`src/rtl/dmw_pkg.sv`:
```
package dmw_pkg;
  typedef logic [5:0] shift_t;

  // Clamp a raw log2 size into [lo, hi].
  function automatic shift_t clamp_shift(input shift_t raw, input shift_t lo, input shift_t hi);
    if (raw < lo) return lo;
    if (raw > hi) return hi;
    return raw;
  endfunction

  // Rebuild a base: keep [khi:klo], force ones above khi,
  // clear below the slice alignment, preserve the enable in bit 0.
  function automatic logic [63:0] build_base(input logic [63:0] raw, input shift_t sh,
                                             input int klo, input int khi);
    logic [63:0] r;
    for (int i = 0; i < 64; i++) begin
      if (i > khi)                         r[i] = 1'b1;
      else if (i >= klo && i >= int'(sh))  r[i] = raw[i];
      else                                 r[i] = 1'b0;
    end
    r[0] = raw[0];
    return r;
  endfunction
endpackage

```
`src/rtl/dmw_regs.sv`:
```
module dmw_regs import dmw_pkg::*; #(
  parameter int SHIFT_MIN = 20,
  parameter int SHIFT_MAX = 23,
  parameter int KEEP_LO   = 24,
  parameter int KEEP_HI   = 28,
  parameter int ROUTE_LSB = 58
) (
  input  logic        clk,
  input  logic        rst_n,
  input  logic        wr_en,
  input  logic        wr_sel,
  input  logic [63:0] wr_data,
  output logic [63:0] base_q,
  output logic [63:0] route_q,
  output shift_t      cur_shift
);
  localparam shift_t SH_LO = shift_t'(SHIFT_MIN);
  localparam shift_t SH_HI = shift_t'(SHIFT_MAX);

  // named events for the assertions
  logic   base_wr_ev, route_wr_ev;
  shift_t new_shift;

  assign base_wr_ev  = wr_en && !wr_sel;
  assign route_wr_ev = wr_en &&  wr_sel;
  assign cur_shift   = clamp_shift(shift_t'(route_q[63:ROUTE_LSB]), SH_LO, SH_HI);
  assign new_shift   = clamp_shift(shift_t'(wr_data[63:ROUTE_LSB]), SH_LO, SH_HI);

  always_ff @(posedge clk) begin
    if (!rst_n) begin
      base_q  <= '0;
      route_q <= '0;
    end else if (base_wr_ev) begin
      base_q  <= build_base(wr_data, cur_shift, KEEP_LO, KEEP_HI);
    end else if (route_wr_ev) begin
      route_q <= wr_data;
      base_q  <= build_base(base_q, new_shift, KEEP_LO, KEEP_HI);
    end
  end


  route_store_chk: assert property (@(posedge clk) disable iff (!rst_n)
    route_wr_ev |=> route_q == $past(wr_data));

  base_enable_chk: assert property (@(posedge clk) disable iff (!rst_n)
    base_wr_ev |=> base_q[0] == $past(wr_data[0]));

  base_low_zero_chk: assert property (@(posedge clk) disable iff (!rst_n)
    base_q[KEEP_LO-1:1] == '0);

  route_keeps_enable_chk: assert property (@(posedge clk) disable iff (!rst_n)
    route_wr_ev |=> base_q[0] == $past(base_q[0]));
endmodule

```
`src/rtl/dmw_lookup.sv`:
```
module dmw_lookup import dmw_pkg::*; #(
  parameter int PORTS = 8,
  parameter int FWD_W = 32,
  localparam int PW   = $clog2(PORTS)
) (
  input  logic [63:0]      base_q,
  input  shift_t           cur_shift,
  input  logic [63:0]      addr,
  output logic             hit,
  output logic [PW-1:0]    port,
  output logic [FWD_W-1:0] fwd_addr
);
  logic [63:0] base_addr, diff, idx;
  logic        above;

  assign base_addr = {base_q[63:1], 1'b0};
  assign above     = addr >= base_addr;
  assign diff      = addr - base_addr;
  assign idx       = diff >> cur_shift;
  assign hit       = base_q[0] && above && (idx < 64'(PORTS));
  assign port      = idx[PW-1:0];
  assign fwd_addr  = addr[FWD_W-1:0];
endmodule

```
`src/rtl/dmmio_window_decoder.sv`:
```
module dmmio_window_decoder import dmw_pkg::*; #(
  parameter int PORTS     = 8,
  parameter int SHIFT_MIN = 20,
  parameter int SHIFT_MAX = 23,
  parameter int KEEP_LO   = 24,
  parameter int KEEP_HI   = 28,
  parameter int ROUTE_LSB = 58,
  parameter int FWD_W     = 32,
  localparam int PW       = $clog2(PORTS)
) (
  input  logic             clk,
  input  logic             rst_n,
  input  logic             cfg_wr_en,
  input  logic             cfg_wr_sel,
  input  logic [63:0]      cfg_wr_data,
  input  logic             cfg_rd_sel,
  output logic [63:0]      cfg_rd_data,
  input  logic [63:0]      lk_addr,
  output logic             lk_hit,
  output logic [PW-1:0]    lk_port,
  output logic [FWD_W-1:0] lk_fwd_addr
);
  logic [63:0] base_q, route_q;
  shift_t      cur_shift;

  dmw_regs #(.SHIFT_MIN(SHIFT_MIN), .SHIFT_MAX(SHIFT_MAX), .KEEP_LO(KEEP_LO),
             .KEEP_HI(KEEP_HI), .ROUTE_LSB(ROUTE_LSB)) u_regs (
    .clk(clk), .rst_n(rst_n), .wr_en(cfg_wr_en), .wr_sel(cfg_wr_sel),
    .wr_data(cfg_wr_data), .base_q(base_q), .route_q(route_q), .cur_shift(cur_shift));

  dmw_lookup #(.PORTS(PORTS), .FWD_W(FWD_W)) u_lookup (
    .base_q(base_q), .cur_shift(cur_shift), .addr(lk_addr),
    .hit(lk_hit), .port(lk_port), .fwd_addr(lk_fwd_addr));

  assign cfg_rd_data = cfg_rd_sel ? route_q : base_q;


  off_no_hit_chk: assert property (@(posedge clk) disable iff (!rst_n)
    !base_q[0] |-> !lk_hit);

  hit_above_base_chk: assert property (@(posedge clk) disable iff (!rst_n)
    lk_hit |-> lk_addr >= {base_q[63:1], 1'b0});

  shift_range_chk: assert property (@(posedge clk) disable iff (!rst_n)
    (int'(cur_shift) >= SHIFT_MIN) && (int'(cur_shift) <= SHIFT_MAX));
endmodule

```
`config.mk`:
```
export PLATFORM = sky130hd
export DESIGN_NAME = dmmio_window_decoder
export DESIGN_NICKNAME = d
export VERILOG_FILES = /design/src/rtl/dmw_pkg.sv /design/src/rtl/dmw_regs.sv /design/src/rtl/dmw_lookup.sv /design/src/rtl/dmmio_window_decoder.sv
export SDC_FILE = /design/constraint.sdc
export NUM_CORES = 1
export LEC_CHECK = 0
export ABC_CLOCK_PERIOD_IN_PS = 6200
export BUFFER_PORTS_ARGS = -buffer_cell sky130_fd_sc_hd__buf_2
export CAP_MARGIN = 20
export CORE_MARGIN = 3
export CORE_UTILIZATION = 35
export DETAILED_ROUTE_END_ITERATION = 16
export SLEW_MARGIN = 20
export SYNTH_ARGS = -nofsm -noshare
export SYNTH_HDL_FRONTEND = slang
export SYNTH_HIERARCHICAL = 1
export SYNTH_SLANG_ARGS = --single-unit
```
`constraint.sdc`:
```
create_clock -name clk -period 6.2 [get_ports clk]
set_input_delay 0.62 -clock clk [delete_from_list [all_inputs] [get_ports clk]]
set_output_delay 0.62 -clock clk [all_outputs]
set_load 0.05 [all_outputs]
```
==> results.cfg <==
[drt]
routed_wl_um = 57900
vias = 16300
detail_route.first_pass.iterations = 6
vias_per_cell = 6.19
drt_drc_violations_left = 0
drt.antenna.violating_nets = 0
avgRoutedWirePerCell_um = 22.0
initialDrtViolationCount = 1805

[die]
die_h_um = 208
core_region_area_mm2 = 0.0400
die_area_mm2 = 0.0432
die_w_um = 208
rows = 73
boundaryPins = 233
initial_utilization = 0.356

[run_status]
outcome = finished, final reports clean

[clock_network]
clock_latency_late_sink_ns = 0.33
ctsHtreeMaxLevel = 3
root_buffer = clkbuf_16
clkTransAtPathRegs_ns = 0.06
cts.sinks = 71
cts-hold-fix-buffers = 0
cts_buffers = 9
cts_buffer_depth = 2
tritoncts = done

[synth]
synth.most_common_cell = nand2_1
postSynth.topFlopCell = dfxtp_1
netlist_top_cells_area = dfxtp_1 (10%), mux2_4 (6.4%), nand2_1 (6.1%)
netlist.area_leader.share = 0.0997
ys_types = 108
synth_seq_cells = 71
synth.cell_area_mm2 = 0.0143
synthCells = 1996
synth-seq-area-share = 0.0997
synth.yosys.warnings = 6
post_synth.cell_area_avg_um2 = 7.14
synthArstFlopShare = 0
synth_cell_count_leaders = nand2_1 (231), nor2_1 (145), o21ai_0 (129), a21oi_1 (116), nand4_1 (107)
synth_top_area_cell = dfxtp_1
synth_edf_count = 0

[global_routing]
overall_global_routing_resource_usage = 0.251
grt_first_pass_wirelength_um = 88400
grt_max_degree = 89
grt_antenna_before_repair = 0
aggregate_global_routing_overflow = 0
grt_pass1_vias = 15300

[worst_setup_path]
crit_path_cell_trace = inv_1, ha_2, nand2_1, or4_4, or2_4, a2111oi_4, a211o_1, mux2_1, a21oi_1, nor2_1, o221a_1, or3_1, o32a_1, o41ai_1, nand4_1, a21oi_2, buf_12
critPathMaxStageDelay_ns = 0.57
worst_r2r_startpoint = u_regs/base_q[62]
cp_max_fo = 11
critical-path-slowest-cell = or4_4
cp.required_ns = 5.58
critical_path.endpoint = lk_hit
worst_ep_arrival_time_ns = 5.37
critical_path.startpoint = u_regs/base_q[62]
reg2reg_setup_slack_ns = 4.94
critPathKind = reg2out
r2r_cells = 3
crit_path_start_kind = register
worst_r2r_end = u_regs/base_q[62]
cp-end-kind = primary output

[timing]
final_min_period_over_clock_period = 0.967
rsz_0062_raised_after_global_routing = false
timing.final.hold_violations = 0
tightest_slew_ns = 0.952
timing.final.max_slew_violations = 0
finalSetupViolations = 0
fmax_ghz = 0.167
whs_ns = 0.454
timing.clock.skew_ns = 0
totalNegativeSetupSlack_ns = 0
final_period_minus_worst_setup_slack_ns = 5.99
timing.slew.headroom = 0.349

[worst_hold_path]
holdCritStartpoint = u_regs/route_q[54]
hold_path.class = reg2reg

[pwr]
vdd_drop_max_v = 0.000250
power.leakage_nw = 6.29
powerDensity_mw_per_mm2 = 188

[placed_design]
io_buffer_count = 232
finalWeightedCongestion = 0.984
dp_hpwl_um = 46600

[layout]
fillers = 4311
layout.nets = 2293
area_delta_synth_final_pct = 9.43
post_route_cells_drive_above_1_share = 0.223

[job]
max_cap_viol_count = 0
[cell families after synthesis]
family,share of synthesized area
xor+xnor,0.0246
buf+inv,0.125
simple gates,0.262
flops,0.0997
mux,0.125
other cells,0.000527
fa+ha+maj,0.0567
compound gates,0.306
[what timing repair did]
action / CTS / global route
resized for setup: 0 / 13
setup buffers: 0 / 1
endpoints found under the setup margin: 0 / 1
[layer usage]
layer | global-route usage | wire (um)
met2 | 0.402 | 26100
met5 | 0 | 0
met1 | 0.349 | 25600
met3 | 0.0352 | 4540
met4 | 0.0779 | 1750
[layout make-up]
class | count | area, um^2 | share of cell area
multi-input combinational | 1626 | 11200 | 0.718
timing repair buffer | 303 | 1710 | 0.110
sequential | 71 | 1430 | 0.0914
tap | 525 | 657 | 0.0421
inverter | 85 | 319 | 0.0205
clock buffer | 9 | 225 | 0.0144
clock inverter | 7 | 61.3 | 0.00393
antenna | 1 | 2.50 | 0.000160
[critical path: cells and delay by family, from the launching register on]
family	cells	cell delay, ns
AO/OA/AOI/OAI	7	1.95
AND/OR/NAND/NOR	6	1.66
flip-flops	1	0.42
multiplexers	1	0.41
adder cells (fa/ha/maj)	1	0.39
buffers and inverters	2	0.22
[metrics by stage]
step	std cells	instance area (um^2)	utilization	power (mW)	setup slack, ns
4_1_cts	2625	15500	0.389	2.87	0.00737
2_1_floorplan	2021	14400	-	1.89	0.251
3_5_place_dp	2609	15300	0.381	2.36	0.321
5_1_grt	2626	15600	0.390	3.11	0.00308
6_report	2627	15600	0.390	2.94	0.207
3_3_place_gp	2609	15300	0.381	2.35	0.307
[worst min path at each step]
stage | end | slack [ns] | cells after the start
final | u_regs/route_q[54] | 0.45 | 2
after global routing | u_regs/route_q[54] | 0.47 | 2
after CTS | u_regs/route_q[27] | 0.46 | 2
after detailed placement | u_regs/route_q[54] | 0.45 | 2
after global placement | u_regs/route_q[0] | 0.44 | 2
after floorplan | u_regs/route_q[10] | 0.43 | 2
[report_power, final]
group	leakage [nW]	internal [mW]	total, mW	switching, mW
Sequential	0.582	0.479	0.497	0.0176
Combinational	5.58	0.674	1.94	1.27
Clock	0.135	0.279	0.500	0.221
[layout by cell type (no fill, tap or decap), types with 27 or more instances in the layout]
cell type | netlist | routed
nor3_1 | 42 | 41
nor4_1 | 27 | 27
buf_4 | 96 | 73
nor2_1 | 145 | 145
mux2i_1 | 41 | 41
ha_1 | 63 | 58
conb_1 | 2 | 27
a21oi_1 | 116 | 113
dfxtp_1 | 71 | 70
o21ai_0 | 129 | 129
and2_1 | 27 | 27
nand2_1 | 231 | 229
o211ai_1 | 28 | 28
nand4_1 | 107 | 107
a211oi_1 | 34 | 33
buf_2 | 39 | 229
o21a_1 | 29 | 29
mux2_4 | 61 | 61
nand3_1 | 43 | 43
inv_1 | 85 | 84
[sequential cells by signal, summed over array words and instances (netlist names)]
name,count
u_regs/base_q,7
u_regs/route_q,64
(Power assumes the default switching activity.)
